<file path="src/rtl/wdog_pkg.sv">
package wdog_pkg;

  // Divide ratio chosen by the clock-source and ratio-select inputs.
  function automatic int unsigned wd_ratio(input logic sub, input logic sel,
                                           input int unsigned lo,
                                           input int unsigned hi,
                                           input int unsigned sb);
    if (sub)
      return sb;
    else if (sel)
      return hi;
    else
      return lo;
  endfunction

  function automatic int unsigned wd_max3(input int unsigned a,
                                          input int unsigned b,
                                          input int unsigned c);
    int unsigned m;
    m = (a > b) ? a : b;
    return (m > c) ? m : c;
  endfunction

  // Cycles from the arming write to the first request, with a fresh prescaler.
  function automatic int unsigned wd_period(input int unsigned cnt_w,
                                            input int unsigned div);
    return (32'd1 << cnt_w) * div;
  endfunction

endpackage

</file>
<file path="src/rtl/wdog_arm.sv">
module wdog_arm (
  input  logic clk,
  input  logic rst_n,
  input  logic svc_wr,
  output logic armed
);

  always_ff @(posedge clk or negedge rst_n) begin
    if (!rst_n)
      armed <= 1'b0;
    else if (svc_wr)
      armed <= 1'b1;
  end

endmodule

</file>
<file path="src/rtl/wdog_prescaler.sv">
module wdog_prescaler
  import wdog_pkg::*;
#(
  parameter int unsigned DIV_LO  = 16,
  parameter int unsigned DIV_HI  = 128,
  parameter int unsigned DIV_SUB = 2
) (
  input  logic clk,
  input  logic rst_n,
  input  logic armed,
  input  logic freeze,
  input  logic clk_src_sub,
  input  logic pre_sel,
  output logic tick
);

  localparam int unsigned MAXD = wd_max3(DIV_LO, DIV_HI, DIV_SUB);
  localparam int unsigned PW   = (MAXD > 2) ? $clog2(MAXD) : 1;

  logic [PW-1:0] pre_q;
  logic [PW-1:0] term_q;
  logic [PW-1:0] term_req;
  logic          active;
  logic          wrap;

  assign term_req = PW'(wd_ratio(clk_src_sub, pre_sel, DIV_LO, DIV_HI, DIV_SUB) - 1);
  assign active   = armed & ~freeze;
  assign wrap     = active && (pre_q == term_q);
  assign tick     = wrap;

  // The terminal count follows the inputs while idle and is re-latched only on a wrap.
  always_ff @(posedge clk or negedge rst_n) begin
    if (!rst_n) begin
      pre_q  <= '0;
      term_q <= PW'(DIV_LO - 1);
    end else if (!armed) begin
      pre_q  <= '0;
      term_q <= term_req;
    end else if (wrap) begin
      pre_q  <= '0;
      term_q <= term_req;
    end else if (active) begin
      pre_q  <= pre_q + 1'b1;
    end
  end

  a_r9_pre_hold: assert property (@(posedge clk) disable iff (!rst_n)
    (armed && freeze) |=> ($stable(pre_q) && $stable(term_q)));

  a_r10_ratio_steady: assert property (@(posedge clk) disable iff (!rst_n)
    (armed && !wrap) |=> $stable(term_q));

  a_r2_pre_bound: assert property (@(posedge clk) disable iff (!rst_n)
    pre_q <= term_q);

endmodule

</file>
<file path="src/rtl/wdog_down.sv">
module wdog_down #(
  parameter int unsigned CNT_W = 15
) (
  input  logic             clk,
  input  logic             rst_n,
  input  logic             tick,
  input  logic             svc_wr,
  output logic [CNT_W-1:0] cnt,
  output logic             irq
);

  localparam logic [CNT_W-1:0] FULL = {CNT_W{1'b1}};

  logic underflow;

  // A reload on the same edge cancels the underflow.
  assign underflow = tick && (cnt == '0) && !svc_wr;

  always_ff @(posedge clk or negedge rst_n) begin
    if (!rst_n) begin
      cnt <= FULL;
      irq <= 1'b0;
    end else begin
      irq <= underflow;
      if (svc_wr)
        cnt <= FULL;
      else if (tick)
        cnt <= (cnt == '0) ? FULL : cnt - 1'b1;
    end
  end

  a_r8_reload_wins: assert property (@(posedge clk) disable iff (!rst_n)
    svc_wr |=> (cnt == FULL && !irq));

  a_r9_cnt_hold: assert property (@(posedge clk) disable iff (!rst_n)
    (!tick && !svc_wr) |=> $stable(cnt));

  a_r6_wrap_full: assert property (@(posedge clk) disable iff (!rst_n)
    irq |-> (cnt == FULL));

endmodule

</file>
<file path="src/rtl/wdog_top.sv">
module wdog_top #(
  parameter int unsigned CNT_W   = 15,
  parameter int unsigned DIV_LO  = 16,
  parameter int unsigned DIV_HI  = 128,
  parameter int unsigned DIV_SUB = 2
) (
  input  logic clk,
  input  logic rst_n,
  input  logic clk_src_sub,
  input  logic pre_sel,
  input  logic svc_wr,
  input  logic freeze,
  output logic irq
);

  logic             armed;
  logic             tick;
  logic [CNT_W-1:0] cnt;

  wdog_arm i_arm (
    .clk    (clk),
    .rst_n  (rst_n),
    .svc_wr (svc_wr),
    .armed  (armed)
  );

  wdog_prescaler #(
    .DIV_LO  (DIV_LO),
    .DIV_HI  (DIV_HI),
    .DIV_SUB (DIV_SUB)
  ) i_pre (
    .clk         (clk),
    .rst_n       (rst_n),
    .armed       (armed),
    .freeze      (freeze),
    .clk_src_sub (clk_src_sub),
    .pre_sel     (pre_sel),
    .tick        (tick)
  );

  wdog_down #(
    .CNT_W (CNT_W)
  ) i_down (
    .clk    (clk),
    .rst_n  (rst_n),
    .tick   (tick),
    .svc_wr (svc_wr),
    .cnt    (cnt),
    .irq    (irq)
  );

  a_r1_idle_quiet: assert property (@(posedge clk) disable iff (!rst_n)
    !armed |-> (!irq && !tick));

  a_r6_single_pulse: assert property (@(posedge clk) disable iff (!rst_n)
    irq |=> !irq);

  a_r9_no_tick_frozen: assert property (@(posedge clk) disable iff (!rst_n)
    freeze |-> !tick);

endmodule

</file>
<file path="config.mk">
export PLATFORM = sky130hd
export DESIGN_NAME = wdog_top
export DESIGN_NICKNAME = d
export VERILOG_FILES = /design/src/rtl/wdog_pkg.sv /design/src/rtl/wdog_arm.sv /design/src/rtl/wdog_prescaler.sv /design/src/rtl/wdog_down.sv /design/src/rtl/wdog_top.sv
export SDC_FILE = /design/constraint.sdc
export NUM_CORES = 1
export LEC_CHECK = 0
export CORE_MARGIN = 2
export CORE_UTILIZATION = 60
export CTS_CLUSTER_DIAMETER = 150
export CTS_CLUSTER_SIZE = 40
export DETAILED_ROUTE_END_ITERATION = 7
export PLACE_DENSITY = 0.89
export SYNTH_ARGS = -nofsm -noshare
export SYNTH_HDL_FRONTEND = slang
export SYNTH_SLANG_ARGS = --single-unit
</file>
<file path="constraint.sdc">
create_clock -name clk -period 6 [get_ports clk]
set_input_delay 1.2 -clock clk [delete_from_list [all_inputs] [get_ports clk]]
set_output_delay 1.2 -clock clk [all_outputs]
set_load 0.02 [all_outputs]
</file>
[Yosys cells after proc, flatten, opt, wreduce, memory -nomap -nowiden]
Index checks and enable logic that the tools add are counted.
Storage, ports and cells
  input port bits: 6
  flip-flop bits (word level): 31
  word-level logic and storage cells: 29
  output and inout bits: 1
Cells by class
  reductions and logical operators: 6
  eq/ne operators: 3
  bitwise gates (word level): 2
  add/sub/neg operators: 3
  mux-type cells: 10
Operator list (count)
  $mux W15: 3
  $mux W7: 6
  $logic_not A15 Y1: 1
  $sub A15 B1 Y15 const B: 1
  $add A7 B1 Y7 const B: 1
  $eq A7 B7 Y1: 1
  $sub A7 B1 Y7 const B: 1
  $mux W5: 1
  $logic_and A1 B1 Y1: 3
  $ne A3 B1 Y1 const B: 1
  $ne A2 B1 Y1 const B: 1
  $reduce_bool A2 Y1: 1
  $and A1 B1 Y1: 1
  $logic_not A1 Y1: 1
  $not A1 Y1: 1

[Logic depth before layout (Yosys ltp)]
  depth in word-level cells: 5
  gate-level depth with buffers: 7

[Cells and area by module]
Synthesis repeated with hierarchy kept, for this count alone.
Unflattened totals
  cells, all modules: 148
  area total of the unflattened synthesis: 1471.4 µm²
Modules (own cells, without submodules)
  wdog_down: area each 955.9 µm², cells each 97, instances 1
  wdog_prescaler: area each 484.2 µm², cells each 49, instances 1
  wdog_arm: area each 31.3 µm², cells each 2, instances 1

[Least setup slack after synthesis]
No wires, ideal clock.
  path type: input to register
  from: input freeze
  to: register i_pre.term_q[5]
  setup slack: 3695 ps
  data arrival time: 2178 ps
  path buffers: 0
  cell stages on the path: 4
  cell sequence: nand3b_1 a221o_1 nand2_1 mux2_1
On the way
  longest elaborated chain between the ends: 4
Ends and longest elaborated chain
  start, declared: RTL line wdog_top.sv:12  | input logic freeze,
  $not A1 Y1: RTL line wdog_prescaler.sv:27  | assign active = armed & ~freeze;
  $and A1 B1 Y1: RTL line wdog_prescaler.sv:27
  $logic_and A1 B1 Y1: RTL line wdog_prescaler.sv:28  | assign wrap = active && (pre_q == term_q);
  $ne A2 B1 Y1 (no source line)
  end signal, assigned: RTL line wdog_prescaler.sv:35  | term_q <= PW'(DIV_LO - 1);
  end signal, assigned: RTL line wdog_prescaler.sv:38  | term_q <= term_req;
  end signal, assigned: RTL line wdog_prescaler.sv:41  | term_q <= term_req;
  end, declared: RTL line wdog_prescaler.sv:21  | logic [PW-1:0] term_q;
No other way between the ends.
A chain may end at the register's enable or synchronous reset.

[Worst setup path in the final report]
  from: register i_down.cnt[7]
  to: register i_down.cnt[10]
On the way
  longest elaborated chain between the ends: 4
Ends and longest elaborated chain
  start, declared: RTL line wdog_down.sv:8  | output logic [CNT_W-1:0] cnt,
  start signal, assigned: RTL line wdog_down.sv:28  | cnt <= (cnt == '0) ? FULL : cnt - 1'b1;
  $sub A15 B1 Y15 or $logic_not A15 Y1 (tied branches): RTL line wdog_down.sv:28
  $mux W15 (*): RTL line wdog_down.sv:28
  $mux W15 (*): RTL line wdog_down.sv:27  | else if (tick)
  $mux W15 (*): RTL line wdog_down.sv:25  | if (svc_wr)
Mark *: on every way between the ends. The rest lies on a longest branch, timed or not. The select of a mux whose other input is x is not followed.

==> impl_results.md <==
- Status: complete, no violations
- Post_cts resized: 0
- Row cnt: 17
- Design Power: 417 uW
- Mapped Cells: 150
- Die height: 53.0 um
- Total grt overflow: 0
- H-tree Lvls: 1
- ANT nets after route: 0
- Vias per cell: 6.46
- Fin crit share: 43.5%
- Setup bufs post-CTS: 0
- Die X: roughly 53 um
- # clock sinks: 26
- Diodes inserted: 0
- Initial antenna violation count: 0
- Final Max Tran Viols: 0
- Setup Skew: 0.00607 ns
- Largest net degree at the start of global routing: 27
- Vias in the first global route: 1,128
- Number of remaining DRC errors: 0
- Mapped cell area: between 1000 and 1500 um2
- Worst Tran Pin Value: 1.05 ns
- CTS tree: done
- Cts-stage hold buffer count: 0
- Synth Area per Inst: ~9.6 um2
- HP Class: reg -> reg
- Clock latency on the worst-skew pair: 0.32 ns
- Worst-path clk slew: 0.14 ns
- Ports: 7
- Crit end category: flip-flop
- Share of layout cells above drive strength 1: between 10% and 20%
- RSZ-0062 raised after global routing: false
- # fillers: 179
- Net count after synthesis: 159
- Clock Path Buffers: 2
- Unique masters post-synth: 37
- Yosys top cell area share: 29.2%
- WL/cell: 15.6 um
- Dpl hpwl: roughly 2000 um
- Asr flop ratio synth: 100%
- Vias post-DR: 1,182
- Synth-to-layout area growth: 8.07%
- LEAKAGE: 0.000575 uW
- Tmin final: ~2.6 ns
- Initial DRC count: 20
- Main area contributors after synthesis: dfstp_2, dfrtp_1, a32oi_1, o21ai_1, nor2b_1
- Die ar.: 2810 um2
- Fin nets: approximately 170
- Total Wirelength: around 2900 um
- Synth area leader: dfstp_2
- Final setup violation count: 0
- Root Buffer: clkbuf_4
- Initial core utilization: 64.5%
- Kind of critical path: reg -> reg
- VDD IR max: between 200 and 250 uV
- First-pass GRT wire length: 4840 um
- PortBufs: 6
- Total Routing Usage GR: 23.8%
- Setup WS pre-CTS: 3.03 ns
- Number of enable flip-flop cells after synthesis: 0
- PwrDens: 268 nW/um2
- Headroom to the max-slew limit: 29.1%
- CP Max Fanout: 11
- Ys flop type: dfstp_2
- Req. time, crit path: roughly 6.3 ns
- Core area: around 2200 um2
- Synth Warn #: 0
- CTS buffer count: 3
- Drt first pass iters: 4
- Worst endpoint data arrival time: 2.87 ns
- Placer congestion estimate: 0.757
- Final Hold Vio Count: 0
- Setup Total Neg Slack: 0 ns
- Worst Setup Start Kind: flip-flop
- Fmax: 0.383 GHz
- Worst setup margin: 3.39 ns
- Max-cap violations: 0
- Synth Register Bits: 26
- Seq/Total Area, Yosys: 46.5%
[layer usage]
metal / vias to the layer above / global-route usage, % / wire, um
met5: - / 0 / 0
met4: 0 / 9.40 / 57
met3: 7 / 3.39 / 78
met2: 31 / 43.8 / 1460
met1: 573 / 27.4 / 1260
li1: 571 / - / -
[critical path, stage by stage, from the launching register on]
cell and delay (ns):
dfstp_2 0.42, or4_1 0.63, nor4_2 0.94, nor2_2 0.25, a32oi_1 0.29
[per-stage QoR]
step           cells  area, um2  hold WS [ns]  utilization (%)
2_1_floorplan    150       1440         0.474                -
4_1_cts          183       1560         0.533             69.7
5_1_grt          183       1560         0.564             69.7
6_report         183       1560         0.535             69.7
3_5_place_dp     179       1520         0.502             68.1
3_3_place_gp     179       1520         0.487             68.1
[Yosys cell counts (all sizes together) (4+ instances only)]
| cell type | number |
|---|---|
| nor4 | 5 |
| nor2b | 10 |
| nor3 | 6 |
| or4 | 5 |
| o21ai | 14 |
| dfrtp | 10 |
| a32oi | 8 |
| nor2 | 16 |
| a21oi | 5 |
| clkbuf | 4 |
| nand2 | 4 |
| dfstp | 16 |
[final cells by class]
class	instances	area [um2]	share of cell area (%)
well taps	28	35.0	2.25
multi-input cells	114	729	46.8
flip-flops and latches	26	671	43.1
clock buffers	4	36.3	2.33
repair buffers	8	75.1	4.82
inverters	3	11.3	0.723
[cells in the final DEF, fill, tap and decap left out, types with 2 or more instances in the layout]
cell and n:
and4_1 3, nand2_1 4, and3_1 3, inv_1 3
nor2_1 15, ha_1 3, or3_1 3, nand3_1 2
nor4_1 4, or4_1 5, o21ai_1 13, dfstp_2 16
xnor2_1 2, nand3b_1 2, xor2_1 3, a21boi_1 2
a21oi_1 5, nand4_1 3, or2_2 2, nor2b_1 10
a31oi_1 3, dfrtp_1 10, a32oi_1 8, buf_4 2
clkbuf_4 3, nor3b_1 2, and2_1 2, nor3_1 6
clkdlybuf4s50_1 6
[registers in the layout, indices dropped and copies added (netlist names)]
register / flops
i_pre.pre_q: 7
i_arm.armed: 1
i_down.cnt: 15
i_pre.term_q: 2
i_down.irq: 1
[report_power, final]
part | internal [uW] | leakage, uW | switching (uW)
registers | 206 | 0.000293 | 32.9
logic | 42.6 | 0.000261 | 46.9
clock network | 37.2 | 0.0000210 | 51.6
total | 286 | 0.000575 | 131
[worst paths after layout]
| check | slack (ns) | startpoint | cells past startpoint | end |
|---|---|---|---|---|
| max | 3.39 | i_down.cnt[7]$_DFFE_PN1P_ | 4 | i_down.cnt[10]$_DFFE_PN1P_ |
| max in group asynchronous | 4.47 | rst_n | 2 | i_down.cnt[14]$_DFFE_PN1P_ |
| min in group asynchronous | 1.24 | rst_n | 2 | i_down.irq$_DFF_PN0_ |
| min | 0.53 | i_pre.term_q[5]$_DFFE_PN0P_ | 1 | i_pre.term_q[5]$_DFFE_PN0P_ |
| max reg2reg | 3.39 | i_down.cnt[7]$_DFFE_PN1P_ | 4 | i_down.cnt[10]$_DFFE_PN1P_ |
| min reg2reg | 0.53 | i_pre.term_q[5]$_DFFE_PN0P_ | 1 | i_pre.term_q[5]$_DFFE_PN0P_ |
[cells by family (layout without fill, tap and decap cells)]
group,after synthesis,count (layout),synth area share [%]
AOI/OAI and AO/OA,35,35,15.6
DFF,26,26,46.5
adders and majority gates,3,3,2.60
buffers and inverters,10,15,2.86
muxes,1,1,0.781
xor gates and xnor gates,5,5,3.04
and+or+nand+nor,70,70,28.6
(Power assumes the default switching activity.)
